**config.mk**
```make
export PLATFORM = sky130hd
export DESIGN_NAME = aud_irq_agg
export DESIGN_NICKNAME = d
export VERILOG_FILES = /design/src/rtl/aud_irq_pkg.sv /design/src/rtl/aud_irq_ctrl_src.sv /design/src/rtl/aud_irq_strm_src.sv /design/src/rtl/aud_irq_fsm.sv /design/src/rtl/aud_irq_agg.sv
export SDC_FILE = /design/constraint.sdc
export NUM_CORES = 1
export LEC_CHECK = 0
export BUFFER_PORTS_ARGS = -buffer_cell sky130_fd_sc_hd__clkbuf_2
export CORE_AREA = 2 2 87 89
export DETAILED_ROUTE_END_ITERATION = 7
export DIE_AREA = 0 0 89 91
export GPL_TIMING_DRIVEN = 0
export PLACE_DENSITY = 0.55
export SLEW_MARGIN = 10
export SYNTH_ARGS = -nofsm -noshare
export SYNTH_HDL_FRONTEND = slang
export SYNTH_SLANG_ARGS = --single-unit
```
**constraint.sdc**
```tcl
create_clock -name clk -period 0.8 [get_ports clk]
set_clock_uncertainty 0.15 [all_clocks]
set_input_delay 0.16 -clock clk [delete_from_list [all_inputs] [get_ports clk]]
set_output_delay 0.16 -clock clk [all_outputs]
set_load 0.005 [all_outputs]
```
**src/rtl/aud_irq_pkg.sv**
```systemverilog
package aud_irq_pkg;

    localparam int STAT_W      = 32;
    localparam int REG_W       = 8;
    localparam int CTRL_POS    = 30;
    localparam int GLOB_POS    = 31;

    // response ring cause bits
    localparam int RING_RESP_POS = 0;
    localparam int RING_OVR_POS  = 2;
    localparam logic [REG_W-1:0] RING_CAUSE =
        (REG_W'(1) << RING_RESP_POS) | (REG_W'(1) << RING_OVR_POS);

    // stream cause bits
    localparam int SD_DONE_POS = 2;
    localparam int SD_FIFO_POS = 3;
    localparam int SD_DESC_POS = 4;
    localparam logic [REG_W-1:0] SD_CAUSE =
        (REG_W'(1) << SD_DONE_POS) | (REG_W'(1) << SD_FIFO_POS) | (REG_W'(1) << SD_DESC_POS);

    typedef enum logic {
        IRQ_IDLE   = 1'b0,
        IRQ_RAISED = 1'b1
    } irq_state_e;

endpackage

```
**src/rtl/aud_irq_ctrl_src.sv**
```systemverilog
module aud_irq_ctrl_src
    import aud_irq_pkg::*;
#(
    parameter int NUM_CODECS = 4
) (
    input  logic [REG_W-1:0]      ring_sts,
    input  logic [REG_W-1:0]      ring_ctl,
    input  logic [NUM_CODECS-1:0] codec_chg,
    input  logic [NUM_CODECS-1:0] codec_wake,
    output logic                  ctrl_hit
);
    logic ring_hit;
    logic chg_hit;
    logic wake_hit;

    always_comb begin
        ring_hit = |(ring_sts & ring_ctl & RING_CAUSE);
        chg_hit  = |codec_chg;
        wake_hit = |(codec_chg & codec_wake);
        ctrl_hit = ring_hit | chg_hit | wake_hit;
    end
endmodule

```
**src/rtl/aud_irq_strm_src.sv**
```systemverilog
module aud_irq_strm_src
    import aud_irq_pkg::*;
(
    input  logic [REG_W-1:0] sd_sts,
    input  logic [REG_W-1:0] sd_ctl,
    output logic             sd_hit
);
    always_comb begin
        sd_hit = |(sd_sts & sd_ctl & SD_CAUSE);
    end
endmodule

```
**src/rtl/aud_irq_fsm.sv**
```systemverilog
module aud_irq_fsm
    import aud_irq_pkg::*;
(
    input  logic              clk,
    input  logic              rst_n,
    input  logic              want_irq,
    input  logic [STAT_W-1:0] status_d,
    output logic [STAT_W-1:0] status_q,
    output logic              irq
);
    irq_state_e state_q;
    irq_state_e state_d;

    // next-state logic: RAISE on demand, DROP when demand clears
    always_comb begin
        state_d = state_q;
        unique case (state_q)
            IRQ_IDLE:   if (want_irq)  state_d = IRQ_RAISED;
            IRQ_RAISED: if (!want_irq) state_d = IRQ_IDLE;
            default:    state_d = IRQ_IDLE;
        endcase
    end

    // state register
    always_ff @(posedge clk or negedge rst_n) begin
        if (!rst_n) state_q <= IRQ_IDLE;
        else        state_q <= state_d;
    end

    // output register: status word latched on the same edge
    always_ff @(posedge clk or negedge rst_n) begin
        if (!rst_n) status_q <= '0;
        else        status_q <= status_d;
    end

    assign irq = (state_q == IRQ_RAISED);
endmodule

```
**src/rtl/aud_irq_agg.sv**
```systemverilog
module aud_irq_agg
    import aud_irq_pkg::*;
#(
    parameter int NUM_IN     = 4,
    parameter int NUM_OUT    = 4,
    parameter int NUM_CODECS = 4
) (
    input  logic                           clk,
    input  logic                           rst_n,
    input  logic [REG_W-1:0]               ring_sts,
    input  logic [REG_W-1:0]               ring_ctl,
    input  logic [NUM_CODECS-1:0]          codec_chg,
    input  logic [NUM_CODECS-1:0]          codec_wake,
    input  logic [REG_W*(NUM_IN+NUM_OUT)-1:0] strm_sts,
    input  logic [REG_W*(NUM_IN+NUM_OUT)-1:0] strm_ctl,
    input  logic [STAT_W-1:0]              int_ctl,
    output logic [STAT_W-1:0]              int_status,
    output logic                           irq,
    output logic [NUM_IN+NUM_OUT-1:0]      strm_capture
);
    localparam int NUM_STRM = NUM_IN + NUM_OUT;
    localparam logic [STAT_W-1:0] STRM_MASK = STAT_W'((64'd1 << NUM_STRM) - 64'd1);
    localparam logic [STAT_W-1:0] EN_MASK   = STRM_MASK | (STAT_W'(1) << CTRL_POS);

    logic                ctrl_hit;
    logic [NUM_STRM-1:0] strm_hit;
    logic [STAT_W-1:0]   status_d;
    logic                want_irq;

    aud_irq_ctrl_src #(.NUM_CODECS(NUM_CODECS)) u_ctrl (
        .ring_sts   (ring_sts),
        .ring_ctl   (ring_ctl),
        .codec_chg  (codec_chg),
        .codec_wake (codec_wake),
        .ctrl_hit   (ctrl_hit)
    );

    for (genvar gi = 0; gi < NUM_STRM; gi++) begin : g_strm
        aud_irq_strm_src u_sd (
            .sd_sts (strm_sts[gi*REG_W +: REG_W]),
            .sd_ctl (strm_ctl[gi*REG_W +: REG_W]),
            .sd_hit (strm_hit[gi])
        );
        assign strm_capture[gi] = (gi < NUM_IN) ? 1'b1 : 1'b0;
    end

    always_comb begin
        status_d                   = '0;
        status_d[NUM_STRM-1:0]     = strm_hit;
        status_d[CTRL_POS]         = ctrl_hit;
        status_d[GLOB_POS]         = ctrl_hit | (|strm_hit);
        want_irq = int_ctl[GLOB_POS] & (|(status_d & int_ctl & EN_MASK));
    end

    aud_irq_fsm u_fsm (
        .clk      (clk),
        .rst_n    (rst_n),
        .want_irq (want_irq),
        .status_d (status_d),
        .status_q (int_status),
        .irq      (irq)
    );
endmodule

```
* Word-level counts from Yosys, hierarchy flattened
Index checks and enable logic that the tools add are counted.
** Storage, ports and cells
- Bits in registers :: 11
- Bits of input ports :: 186
- Output and inout port bits :: 41
- Logic and storage cells :: 31
** Operators by class
- Multiplexer cells :: 1
- Bitwise gates (word level) :: 15
- Reduce and logical (&&, ||, !) cells :: 13
** Operator list (number)
- $and A5 B5 Y5 :: 8
- $and A31 B31 Y31 :: 1
- $reduce_or A24 Y1 :: 1
- $reduce_or A3 Y1 :: 8
- $reduce_or A9 Y1 :: 1
- $reduce_or A4 Y1 :: 2
- $and A4 B4 Y4 :: 1
- $and A3 B3 Y3 :: 1
- $or A1 B1 Y1 :: 3
- $reduce_or A2 Y1 :: 1
- $and A1 B1 Y1 :: 1
- $mux W1 :: 1

* Logic depth before layout (Yosys ltp)
- Depth after elaboration :: 8
- Mapped depth :: 4
- Depth with buffers taken out :: 4

* Modules after synthesis
A second synthesis with hierarchy kept.
** Second synthesis, totals
- Cells, all modules :: 72
- Area total of the unflattened synthesis :: 1098.6 um^2
** By module, submodules not included
- aud_irq_fsm :: times used 1, cells each 33, area each 825.8 um^2, seq. area each 825.8 um^2
- aud_irq_agg :: times used 1, cells each 20, area each 138.9 um^2, seq. area each 0.0 um^2
- aud_irq_strm_src :: times used 8, cells each 2, area each 13.8 um^2, seq. area each 0.0 um^2
- aud_irq_ctrl_src :: times used 1, cells each 3, area each 23.8 um^2, seq. area each 0.0 um^2

* Worst setup path after synthesis
Ideal clock, no wire load.
- Kind :: input to register
- Start point :: in strm_sts[42]
- End point :: reg u_fsm.state_q, in the netlist u_fsm.irq
- Arrival time :: 1.010 ns
- Data required time :: 0.514 ns
- Path slack :: -0.495 ns
- Cell stages on the path :: 4
- Path through :: a222oi_1 > o22ai_1 > a221oi_1 > a31oi_1
** Between the ends
- Word-level cells in the longest chain between the ends :: 6
** RTL lines
- start: declaration :: line aud_irq_agg.sv:14 : input logic [REG_W*(NUM_IN+NUM_OUT)-1:0] strm_sts,
- $and A5 B5 Y5 :: line aud_irq_strm_src.sv:9 : sd_hit = |(sd_sts & sd_ctl & SD_CAUSE);
- $reduce_or A3 Y1 :: line aud_irq_strm_src.sv:9
- $and A31 B31 Y31 :: line aud_irq_agg.sv:52 : want_irq = int_ctl[GLOB_POS] & (|(status_d & int_ctl & EN_MASK));
- $reduce_or A9 Y1 :: line aud_irq_agg.sv:52
- $and A1 B1 Y1 :: line aud_irq_agg.sv:52
- $mux W1 :: line aud_irq_fsm.sv:18, aud_irq_fsm.sv:19
- via u_fsm.state_d :: line aud_irq_fsm.sv:12 : irq_state_e state_d;
- end signal: assignment :: line aud_irq_fsm.sv:27 : else state_q <= state_d;
- end: declaration :: line aud_irq_fsm.sv:11 : irq_state_e state_q;
The timed path passes the listed nets, and every way through them passes these cells.

* Worst setup path in the final report
- Start point :: in strm_sts[58]
- End point :: reg u_fsm.state_q, in the netlist u_fsm.irq
** Between the ends
- Word-level cells in the longest chain between the ends :: 6
** RTL lines
- $and A5 B5 Y5 :: line aud_irq_strm_src.sv:9
- $reduce_or A3 Y1 :: line aud_irq_strm_src.sv:9
- via g_strm[7].u_sd.sd_hit :: line aud_irq_strm_src.sv:6 : output logic sd_hit
- $and A31 B31 Y31 :: line aud_irq_agg.sv:52
- $reduce_or A9 Y1 :: line aud_irq_agg.sv:52
- $and A1 B1 Y1 :: line aud_irq_agg.sv:52
- $mux W1 :: line aud_irq_fsm.sv:18, aud_irq_fsm.sv:19
- via u_fsm.state_d :: line aud_irq_fsm.sv:12
The timed path passes the listed nets, and every way through them passes these cells.

==> results.ini <==
[timing]
setup_viol = 17
hold_violations = 1
min_period_over_period_pct = 154
fin_crit_ps = 1240
max_freq_ghz = 0.810
fin_ws_ps = -435
drv_slew = 0
whs_ps = -32.6
rsz0062_at_grt = yes

[detailed_routing]
via_count = 867
postRouteAntennaNets = 0
drc = 0
routed_via_density = 3.00
drtPass1Iterations = 4
wirelength_um = 2700
wl_per_cell_um = 9.34
drt_iter0_drc = 26

[synth]
synth_cell_type_count = 13
synth_area_leaders = dfrtp_1 39%, buf_4 32%, a222oi_1 13%
syn_area_sq_um = 703
synth_top_area_share_pct = 39.1
yosys.area.top_type = dfrtp_1
synth_mux_area_share_pct = 0
synth_fa_ha_area_share_pct = 0
synth_top_family_by_area = buffers and inverters
avgSynthCellArea_sq_um = 9.63
synth_seq_cells = 11
yosysWarnings = 0
yosysSeqAreaShare_pct = 39.1
synth-compound-area-share_pct = 18.0
synth_xor_xnor_area_share_pct = 0
synth_simple_gate_area_share_pct = 3.91
netlist_instances = 73

[clocking]
clk_pin_slew_worst_paths_ps = 50
cts_tree = built
htreeDepth = 1
cts_sinks = 11
cts_buffers = 3
cts_max_path_buffers = 2
cts-root-buf = clkbuf_8

[floorplanning]
die_w_um = 89
start_util_pct = 9.85
dieArea_sq_um = 8100
core-area_sq_um = 7140
dieHeight_um = 91
top_level_ports = 227
num_rows = 31

[hold_path]
hold_start = int_ctl[31]
min_path_type = in -> reg

[run]
maxCapViolCount = 0

[final_layout]
drive_above_1_share_pct = 63.7
final_cells = 289
fin_nets = 377
area_growth_pct = 109
antenna_cells = 0

[setup_path]
arrival_ps = 1200
startpoint = strm_sts[58]
path_cells = clkbuf_2, a222oi_1, buf_4, inv_2, a222oi_1, a31oi_1
cp_num_buf_inv = 3
slowest_delay_ps = 340
start_kind = primary input
required_ps = 760
cp_slowest_cell = a222oi_1
path_common_cell = a222oi_1
cpLargestDelayFamily = compound AO/OA/AOI/OAI gates
crit_fanout = 2
crit_path_end_kind = register
crit_type = in -> reg

[global_route]
first_global_vias = 835
grt_pass1_wl_um = 3550
grt_max_degree = 12
track_usage_pct = 5.97
grt_antenna_before_repair = 2
overflow = 0

[placed_design]
dp_hpwl_um = 2420
dp_cells = 278
gp_congestion = 0.712
io_buffers = 78

[power]
powerDensity_nw_per_um2 = 1150
ir_drop_mv = 0.359
leakage_nw = 0.850

[outcome]
failed_checks = hold timing, setup timing
outcome = complete, but fails checks

stage by stage:
| stage | setup slack, ps | util [%] | TNS [ps] | power (mW) | cell area [sq um] |
|---|---|---|---|---|---|
| 2_1_floorplan | -460 | - | -1310 | 0.835 | 808 |
| 3_3_place_gp | -899 | 18.5 | -3870 | 1.07 | 1320 |
| 5_1_grt | -514 | 20.6 | -4360 | 1.78 | 1470 |
| 3_5_place_dp | -895 | 18.5 | -3940 | 1.07 | 1320 |
| 6_report | -435 | 20.6 | -3540 | 1.69 | 1470 |
| 4_1_cts | -420 | 19.8 | -3270 | 1.66 | 1410 |
power by group:
group          switching, mW  total [mW]  internal [mW]  leakage, nW
clock network          0.210       0.559          0.350       0.0228
logic                  0.205       0.529          0.325        0.708
registers            0.00953       0.606          0.596        0.119
cells in the mapped netlist, drive strengths merged:
master and count:
a22oi 2, a31oi 1, nand4 1, conb 2, buf 30, nor3 1
o22ai 1, a221oi 1, inv 11, nand2 1, dfrtp 11, a222oi 9
nor4 2
cells by family (layout without fill, tap and decap cells):
kind of cell	after synthesis	count (layout)
and+or+nand+nor	5	5
buffers and inverters	41	130
AOI/OAI and AO/OA	14	14
DFF	11	11
other	2	30
worst paths after layout:
kind / cells past startpoint / endpoint
min in group asynchronous: 2 / u_fsm.status_q[5]
min: 3 / u_fsm.irq
max in group asynchronous: 2 / u_fsm.status_q[6]
max: 6 / u_fsm.irq
cell usage in the layout, fill, tap and decap left out, types with 2 or more instances in the layout:
cell type / synthesis / final
a222oi_1: 9 / 9
a22oi_1: 2 / 2
buf_4: 30 / 34
buf_6: 0 / 5
clkbuf_2: 0 / 75
clkbuf_8: 0 / 3
conb_1: 2 / 30
dfrtp_1: 11 / 11
inv_1: 11 / 9
inv_2: 0 / 2
sequential cells by signal (all words and copies together) (netlist names):
register	cells
u_fsm.irq	1
u_fsm.status_q	10
layer usage:
metal	track usage [%]	vias to the layer above	share of wire [%]
li1	-	433	-
met5	0	-	1.0
met4	4.10	4	3.3
met1	4.51	338	31
met3	4.09	11	21
met2	10.4	81	43
cell type report:
| class | count | area, sq um |
|---|---|---|
| fillers | 822 | 5670 |
| clock buffers | 4 | 45.0 |
| multi-input cells | 49 | 288 |
| well taps | 99 | 124 |
| repair buffers | 85 | 472 |
| plain buffers | 30 | 225 |
| flip-flops and latches | 11 | 275 |
| inverters | 11 | 41.3 |
timing repair:
action / CTS / global route
endpoints found under the hold margin: 12 / 0
hold buffers: 1 / 0
pin swaps: 4 / 4
gates resized for setup: 3 / 7
endpoints found under the setup margin: 16 / 20
setup buffers: 4 / 3
(Power assumes the default switching activity.)
